$ cat src/rtl/soft_start_seq.sv
module soft_start_seq #(
  parameter longint CLK_HZ       = 100_000_000,
  parameter longint PRECHARGE_NS = 12_000,
  parameter longint STEP_NS      = 3_000_000,
  parameter int     NUM_STEPS    = 8,
  localparam int    PRE_CYC      = int'((CLK_HZ * PRECHARGE_NS) / 64'd1_000_000_000),
  localparam int    STEP_CYC     = int'((CLK_HZ * STEP_NS) / 64'd1_000_000_000),
  localparam int    CODE_W       = $clog2(NUM_STEPS + 1),
  localparam int    PRE_W        = $clog2(PRE_CYC + 1),
  localparam int    STEP_W       = $clog2(STEP_CYC + 1)
) (
  input  logic              clk,
  input  logic              rst,
  input  logic              pwr_good,
  output logic              precharge_en,
  output logic [CODE_W-1:0] sink_code,
  output logic              ss_done
);

  localparam logic [CODE_W-1:0] CODE_MAX = CODE_W'(NUM_STEPS);
  localparam logic [PRE_W-1:0]  PRE_LAST = PRE_W'(PRE_CYC - 1);
  localparam logic [STEP_W-1:0] STEP_LAST = STEP_W'(STEP_CYC - 1);

  logic              running;
  logic [PRE_W-1:0]  pre_t;
  logic [STEP_W-1:0] step_t;

  wire abort    = rst || !pwr_good;
  wire start    = !running && !ss_done;
  wire step_end = running && (step_t == STEP_LAST);

  always_ff @(posedge clk) begin
    if (abort) begin
      running      <= 1'b0;
      precharge_en <= 1'b0;
      ss_done      <= 1'b0;
      sink_code    <= CODE_MAX;
      pre_t        <= '0;
      step_t       <= '0;
    end else if (start) begin
      running      <= 1'b1;
      precharge_en <= 1'b1;
      sink_code    <= CODE_MAX;
      pre_t        <= '0;
      step_t       <= '0;
    end else if (running) begin
      if (precharge_en) begin
        pre_t <= pre_t + 1'b1;
        if (pre_t == PRE_LAST) precharge_en <= 1'b0;
      end
      if (step_end) begin
        step_t    <= '0;
        sink_code <= sink_code - 1'b1;
        if (sink_code == CODE_W'(1)) begin
          running <= 1'b0;
          ss_done <= 1'b1;
        end
      end else begin
        step_t <= step_t + 1'b1;
      end
    end
  end

  initial begin
    assert (STEP_CYC > PRE_CYC && PRE_CYC > 0 && NUM_STEPS > 0);
  end

  AST_IDLE_AFTER_LOSS: assert property (@(posedge clk) disable iff (rst)
    !pwr_good |=> (!precharge_en && !ss_done && sink_code == CODE_MAX));
  AST_DONE_SINK_OFF: assert property (@(posedge clk) disable iff (rst)
    ss_done |-> sink_code == '0);
  AST_DONE_HOLDS: assert property (@(posedge clk) disable iff (rst)
    (ss_done && pwr_good) |=> ss_done);
  AST_CODE_NO_RISE: assert property (@(posedge clk) disable iff (rst)
    (pwr_good && $past(pwr_good) && !$past(rst)) |-> sink_code <= $past(sink_code));
  AST_CODE_ONE_STEP: assert property (@(posedge clk) disable iff (rst)
    (pwr_good && $past(pwr_good) && !$past(rst) && sink_code != $past(sink_code))
      |-> sink_code == $past(sink_code) - 1'b1);
  AST_PRE_AT_TOP: assert property (@(posedge clk) disable iff (rst)
    precharge_en |-> (sink_code == CODE_MAX && !ss_done));

endmodule

$ cat config.mk
export PLATFORM = sky130hd
export DESIGN_NAME = soft_start_seq
export DESIGN_NICKNAME = d
export VERILOG_FILES = /design/src/rtl/soft_start_seq.sv
export SDC_FILE = /design/constraint.sdc
export NUM_CORES = 1
export LEC_CHECK = 0
export BUFFER_PORTS_ARGS = -buffer_cell sky130_fd_sc_hd__buf_2
export CORE_MARGIN = 2
export CORE_UTILIZATION = 60
export CTS_CLUSTER_SIZE = 12
export DETAILED_ROUTE_END_ITERATION = 12
export GPL_ROUTABILITY_DRIVEN = 0
export PLACE_DENSITY = 0.75
export RECOVER_POWER = 50
export REMOVE_ABC_BUFFERS = 1
export SETUP_SLACK_MARGIN = 0.1
export SYNTH_ARGS = -nofsm -noshare
export SYNTH_HDL_FRONTEND = slang
export SYNTH_SLANG_ARGS = --single-unit
export TNS_END_PERCENT = 20
$ cat constraint.sdc
create_clock -name clk -period 3.3 [get_ports clk]
set_input_delay 0.99 -clock clk [delete_from_list [all_inputs] [get_ports clk]]
set_output_delay 0.99 -clock clk [all_outputs]
set_load 0.02 [all_outputs]
==> reports/qor.csv, run 1 <==
stage,metric,value,unit
power_and_ir_drop,power.share.sequential,56.7,%
logic_synthesis,synthXorXnorAreaFrac,11.10,%
grt,grt_overflow,0,
timing,max_freq,430.1,MHz
grt,grt_max_degree,19,
critical_path,r2r_slack,0.98,ns
floorplanning,initial_utilization,62.98,%
timing,setup_viol,0,
drt,vias_per_cell,5.721,
timing,fin_crit,2.325,ns
min_path,hold_class,flop to flop,
power_and_ir_drop,internal-power,0.0006322,W
power_and_ir_drop,ir_drop,0.4516,mV
grt,grt_pass1_wl,5644,um
floorplanning,die_x,57.80,um
clock_network,cts.sinks,37,
clock_network,htree_levels,2,
drt,vias,1413,
grt,grt_pass1_vias,1362,
critical_path,critPathRequiredTime,3.53,ns
final_layout,fillers,231,
logic_synthesis,syn-cell-area,1737,sq um
clock_network,cts_hold_buffers,0,
logic_synthesis,ys_warn_count,0,
logic_synthesis,yosysSeqAreaShare,42.65,%
placed_design,hpwl,2194,um
floorplanning,fp.dieArea,3341,sq um
drt,dr.pass1.iters,5,
clock_network,cts_root_buffer,clkbuf_4,
critical_path,end_kind,flop,
placed_design,numPortBuffers,8,
logic_synthesis,synthCells,206,
timing,finalClockSkew,0.01339,ns
logic_synthesis,yosysTopAreaCellShare,42.65,%
placed_design,post_dp_cell_area,1793,sq um
logic_synthesis,synthSimpleGateAreaFrac,29.18,%
final_layout,fin_area,1866,sq um
critical_path,cp_max_fo,18,
clock_network,insertion_delay,0.35,ns
floorplanning,ios,9,
final_layout,syn_to_final_growth,7.421,%
power_and_ir_drop,clkPwrFrac,41.9,%
timing,worst_slew_pin_slew,0.8300,ns
timing,hold_viol_final,0,
grt,antenna_found_initial,0,
drt,wl,3124,um
power_and_ir_drop,leakage,0.5462,nW
clock_network,cts_tree,yes,
logic_synthesis,synth_area_leaders,"dfxtp_1 43%, xnor2_1 8.6%, nor2_1 6.7%",
logic_synthesis,synth_top_family_by_area,simple AND/OR/NAND/NOR gates,
floorplanning,rows,19,
logic_synthesis,synth_compound_area_share,8.646,%
drt,wl_per_cell,12.65,um
power_and_ir_drop,pwr-share-comb,1.4,%
timing,setup_tns,0,ns
logic_synthesis,synth_edf_count,0,
critical_path,critical_path_class,flop to flop,
clock_network,clkTransAtPathRegs,0.11,ns
flow_run,max-cap-violations,0,
logic_synthesis,ys_seq_elements,37,
final_layout,diodes,0,
drt,first_iter_violations,73,
logic_synthesis,yosysTopAreaCell,dfxtp_1,
floorplanning,die_h,57.80,um
timing,slew_headroom,44.08,%
timing,finalCritPeriodShare,70.45,%
clock_network,post_cts_buffers,0,
critical_path,worstPathArrival,2.56,ns
power_and_ir_drop,switching_share,20.63,%
run_status,status,completed,
clock_network,cts_made_buffers,5,
timing,maxSlewViolCount,0,
floorplanning,core,2758,sq um
power_and_ir_drop,finalPower,0.0007966,W
logic_synthesis,synthAdderAreaFrac,2.882,%
final_layout,final_nets,222,
power_and_ir_drop,power.switching,0.0001644,W
final_layout,drive_gt1_share,6.019,%
drt,antenna_left,0,
timing,rsz0062_at_grt,false,
logic_synthesis,synthMuxAreaShare,1.225,%
logic_synthesis,avgSynthCellArea,8.430,sq um
logic_synthesis,async_flop_share,0,%
power_and_ir_drop,powerDensity,427.0,nW/um^2
grt,grt_util_all_layers,22.11,%
timing,worst_hold_slack,0.4914,ns
clock_network,clock_path_buffers,2,
logic_synthesis,ys_types,33,
logic_synthesis,yosys_most_used_dff,dfxtp_1,
drt,remaining_drc_errors,0,
critical_path,critPathLaunchType,flop,
clock_network,cts_resized,0,
worst paths after layout:
check | startpoint | endpoint | cells after the start
worst max-delay path | running | sink_code[2] | 4
worst min register to register | pre_t[1] | pre_t[1] | 2
worst min-delay path | pre_t[1] | pre_t[1] | 2
worst max register to register | running | sink_code[2] | 4
cells in the final DEF, fill, tap and decap left out:
cell type / count
nand3_1: 13
clkinvlp_4: 1
clkbuf_4: 5
o21ai_0: 9
nand4_1: 4
buf_2: 2
mux2_2: 1
nor2b_1: 2
and3_1: 1
xor2_1: 5
nand3b_1: 1
inv_1: 12
a31oi_1: 1
nor2_1: 31
or4_1: 3
o31ai_1: 2
clkbuf_8: 1
ha_1: 4
nand2b_1: 2
xnor2_1: 17
o21a_1: 1
nor3_1: 11
dfxtp_1: 37
or3_1: 8
and4_1: 2
nand2_1: 10
mux2i_1: 1
nor4bb_1: 1
o21bai_4: 1
clkbuf_1: 7
a21oi_1: 10
nor4b_1: 3
nor4_1: 4
o211ai_1: 1
nand4_2: 1
bufinv_16: 1
cell usage after synthesis (all sizes together), types with 4 or more instances:
cell,count
inv,12
nand2,10
xnor2,17
ha,4
a21oi,10
o21ai,9
nand3,13
xor2,5
or3,8
nor2,31
nor3,11
nor4,4
clkbuf,4
dfxtp,37
nand4,5
state kept, by name, summed over array words and instances (netlist names):
signal        flops
running           1
step_t           19
precharge_en      1
pre_t            11
sink_code         4
ss_done           1
layout make-up:
class / count / area [sq um] / share of cell area [%]
multi-input cells: 150 / 915.9 / 49.09
flip-flops and latches: 37 / 740.7 / 39.70
clock buffers: 6 / 51.30 / 2.750
inverters: 12 / 45.04 / 2.414
well taps: 31 / 38.79 / 2.079
clock inverters: 2 / 37.54 / 2.012
repair buffers: 9 / 36.28 / 1.945
cells by family after synthesis:
group	count (synthesis)
xor+xnor	22
compound gates	25
flops	37
mux	2
buf+inv	19
fa+ha+maj	4
simple gates	97
power by group through the flow:
stage               clock network, W   logic [W]  registers [W]
floorplan                          0  0.00000692       0.000462
global placement                   0   0.0000114       0.000462
detailed placement                 0   0.0000118       0.000462
CTS                         0.000339   0.0000118       0.000452
global route                0.000358   0.0000125       0.000453
finish                      0.000334   0.0000112       0.000452
critical path, cell delays in order, from the launching register on:
cell and delay, ns:
dfxtp_1 0.63, nand3_1 0.29, or4_1 0.72, nor3_1 0.22, mux2_2 0.36
per-layer routing:
metal | wire length (um) | vias to the layer above | part of all wire, % | GRT usage (%)
li1 | - | 726 | - | -
met3 | 108 | 4 | 3.5 | 6.250
met2 | 1507 | 25 | 48 | 34.25
met5 | 0 | - | 0 | 0
met1 | 1460 | 658 | 47 | 27.44
met4 | 48 | 0 | 1.5 | 12.96
metrics by stage:
| step | instances | util (%) | setup slack [ns] |
|---|---|---|---|
| floorplan | 199 | - | 0.9750 |
| global placement | 239 | 65.02 | 1.135 |
| detailed placement | 239 | 65.02 | 1.067 |
| CTS | 247 | 68.24 | 1.045 |
| global route | 247 | 67.65 | 0.7416 |
| finish | 247 | 67.65 | 0.9752 |
Power figures use the tool's default switching activity.
==> run 2, diff against run 1 <==
CORE_UTILIZATION = 53   (was 60)
PLACE_DENSITY = 0.7   (was 0.75)
clock period = 1.89 ns   (was 3.3 ns; I/O delays follow)
==> run 2 against run 1 <==
  * Clock power up 19%
  * Clock-buffer cell count grew 2
  * Global-route usage down 1.5 points
  * Non-clock buffer count increased by 15
  * Largest power group unchanged
  * Sequential share of layout area down 3.3 points
  * Combinational power increased to 2.9 times the previous value
  * Clock skew rose by 0.0028 ns
  * Die area increased by 12%
==> reports/qor.csv, run 2 (same netlist as run 1, synthesis figures left out) <==
stage,metric,value,unit,change
run_status,status,completed,,
critical_path,critPathLaunchType,flop,,
final_layout,diodes,0,,unchanged
final_layout,fin_area,2051,sq um,+9.9%
final_layout,reg_top3,"step_t (19), pre_t (11), sink_code (4)",,
critical_path,crit_chain,ha_4 > nand3_4 > or4_4 > buf_6 > or3_1 > a21oi_1,,
final_layout,drive_gt1_share,15.58,%,+9.6 points
drt,wl_per_cell,12.53,um,-0.90%
timing,rsz0062_at_grt,true,,
drt,vias_per_cell,5.349,,-6.5%
grt,grt_max_degree,18,,-1
timing,slew_headroom,55.99,%,+12 points
final_layout,seqCellArea,745.7,sq um,+0.68%
final_layout,final_nets,237,,+6.8%
clock_network,cts_tree,yes,,
final_layout,layout_commonest_cell,dfxtp_1,,
critical_path,slowest_stage,or4_4,,
timing,setup_viol,0,,unchanged
grt,grt_overflow,0,,unchanged
clock_network,clkTransAtPathRegs,0.11,ns,about the same
placed_design,numPortBuffers,8,,unchanged
floorplanning,die_x,61.24,um,+6.0%
drt,antenna_left,0,,unchanged
timing,maxSlewViolCount,0,,unchanged
timing,finalCritPeriodShare,94.44,%,+24 points
final_layout,largest-register,step_t,,
flow_run,max-cap-violations,0,,unchanged
timing,finalClockSkew,0.01623,ns,+0.002833 ns
clock_network,cts.sinks,37,,unchanged
final_layout,fillers,269,,+16%
final_layout,final_core_util,66.63,%,-1.0 points
critical_path,worstPathArrival,2.08,ns,-0.48 ns
clock_network,htree_levels,2,,unchanged
critical_path,end_kind,flop,,
power_and_ir_drop,ir_drop,0.3562,mV,-21%
critical_path,critical_path_class,flop to flop,,
grt,grt_pass1_vias,1350,,-0.88%
floorplanning,fp.dieArea,3750,sq um,+12%
floorplanning,die_h,61.24,um,+6.0%
placed_design,hpwl,2383,um,+8.6%
floorplanning,rows,20,,+1
drt,vias,1471,,+4.1%
drt,dr.pass1.iters,4,,-1
clock_network,cts_root_buffer,clkbuf_4,,
final_layout,multiInputGateArea,972.2,sq um,+6.1%
timing,worst_slew_pin_slew,0.6557,ns,-0.1743 ns
min_path,hold_class,input pin to flop,,
floorplanning,core,3078,sq um,+12%
final_layout,largest_register_ffs,19,,unchanged
final_layout,final_cell_mix,"33 x dfxtp_1, 31 x nor2_1, 17 x xnor2_1",,
critical_path,critPathMaxStageDelay,0.54,ns,-0.18 ns
power_and_ir_drop,finalPower,0.001216,W,+53%
floorplanning,initial_utilization,56.42,%,-6.6 points
timing,fin_crit,1.785,ns,-0.5398 ns
timing,hold_viol_final,0,,unchanged
clock_network,cts_made_buffers,5,,unchanged
critical_path,critPathRequiredTime,2.18,ns,-1.35 ns
drt,first_iter_violations,69,,-5.5%
grt,antenna_found_initial,0,,unchanged
critical_path,cp_max_fo,6,,-12
floorplanning,ios,9,,unchanged
power_and_ir_drop,leakage,0.6247,nW,+14%
drt,remaining_drc_errors,0,,unchanged
clock_network,insertion_delay,0.35,ns,about the same
power_and_ir_drop,powerDensity,592.8,nW/um^2,+39%
clock_network,clock_path_buffers,2,,unchanged
grt,grt_util_all_layers,20.63,%,-1.5 points
final_layout,syn_to_final_growth,18.08,%,
placed_design,post_dp_cell_area,1899,sq um,+5.9%
timing,max_freq,560.2,MHz,+30%
grt,grt_pass1_wl,5609,um,-0.62%
drt,wl,3447,um,+10%
[run 2: cell types whose count changed in the layout (fill, tap and decap cells not counted), sizes merged]
| cell | before | now |
|---|---|---|
| buf | 2 | 15 |
| bufinv | 1 | 0 |
| clkbuf | 13 | 17 |
| clkinvlp | 1 | 0 |
[run 2: routing by layer]
layer / track usage, % / routed length [um]
met1: 23.73 / 1637
met2: 34.95 / 1649
met3: 6.513 / 98
met4: 9.317 / 61
met5: 0 / 0
[run 2: worst paths after layout]
path / startpoint / to / slack, ns / cells past startpoint
setup reg to reg: step_t[1] / sink_code[0] / 0.11 / 6
setup / recovery: step_t[1] / sink_code[0] / 0.11 / 6
hold reg to reg: step_t[18] / step_t[18] / 0.49 / 2
hold / removal: rst / ss_done / 0.47 / 3
[run 2: per-stage QoR]
stage / hold WS, ns / setup TNS, ns / setup WS, ns / std cells
final: 0.4694 / 0 / 0.1050 / 275
after global routing: 0.4875 / 0 / 0.04327 / 275
after CTS: 0.4647 / 0 / 0.08587 / 273
after detailed placement: 0.4799 / 0 / 0.01137 / 264
after global placement: 0.4599 / 0 / 0.09952 / 264
after floorplan: 0.4519 / -5.228 / -0.3172 / 199
[run 2: critical path, delay by kind of cell, from the launching register on]
kind / cells / cell delay (ns)
DFF: 1 / 0.37
adders and majority gates: 1 / 0.15
and+or+nand+nor: 3 / 0.92
buffers and inverters: 1 / 0.15
AOI/OAI and AO/OA: 1 / 0.14
[run 2: cell type report]
type | instances | area share, %
clock buffer | 8 | 2.379
timing repair buffer | 24 | 8.969
sequential | 37 | 36.36
multi-input combinational | 150 | 47.41
tap | 44 | 2.685
inverter | 12 | 2.196
[run 2: timing repair]
item,4_1_cts,5_1_grt
endpoints found under the hold margin,0,0
setup buffers,1,1
pin swaps,1,5
gates cloned,0,1
resized for setup,4,12
setup endpoints to repair,20,20
hold buffers,0,0
[run 2: power breakdown]
part           switching (W)  internal (W)  leakage [nW]  total [W]
sequential        0.00000373      0.000782         0.300   0.000785
combinational      0.0000180     0.0000150         0.298  0.0000330
clock               0.000249      0.000148        0.0265   0.000397
total               0.000271      0.000945         0.625    0.00122
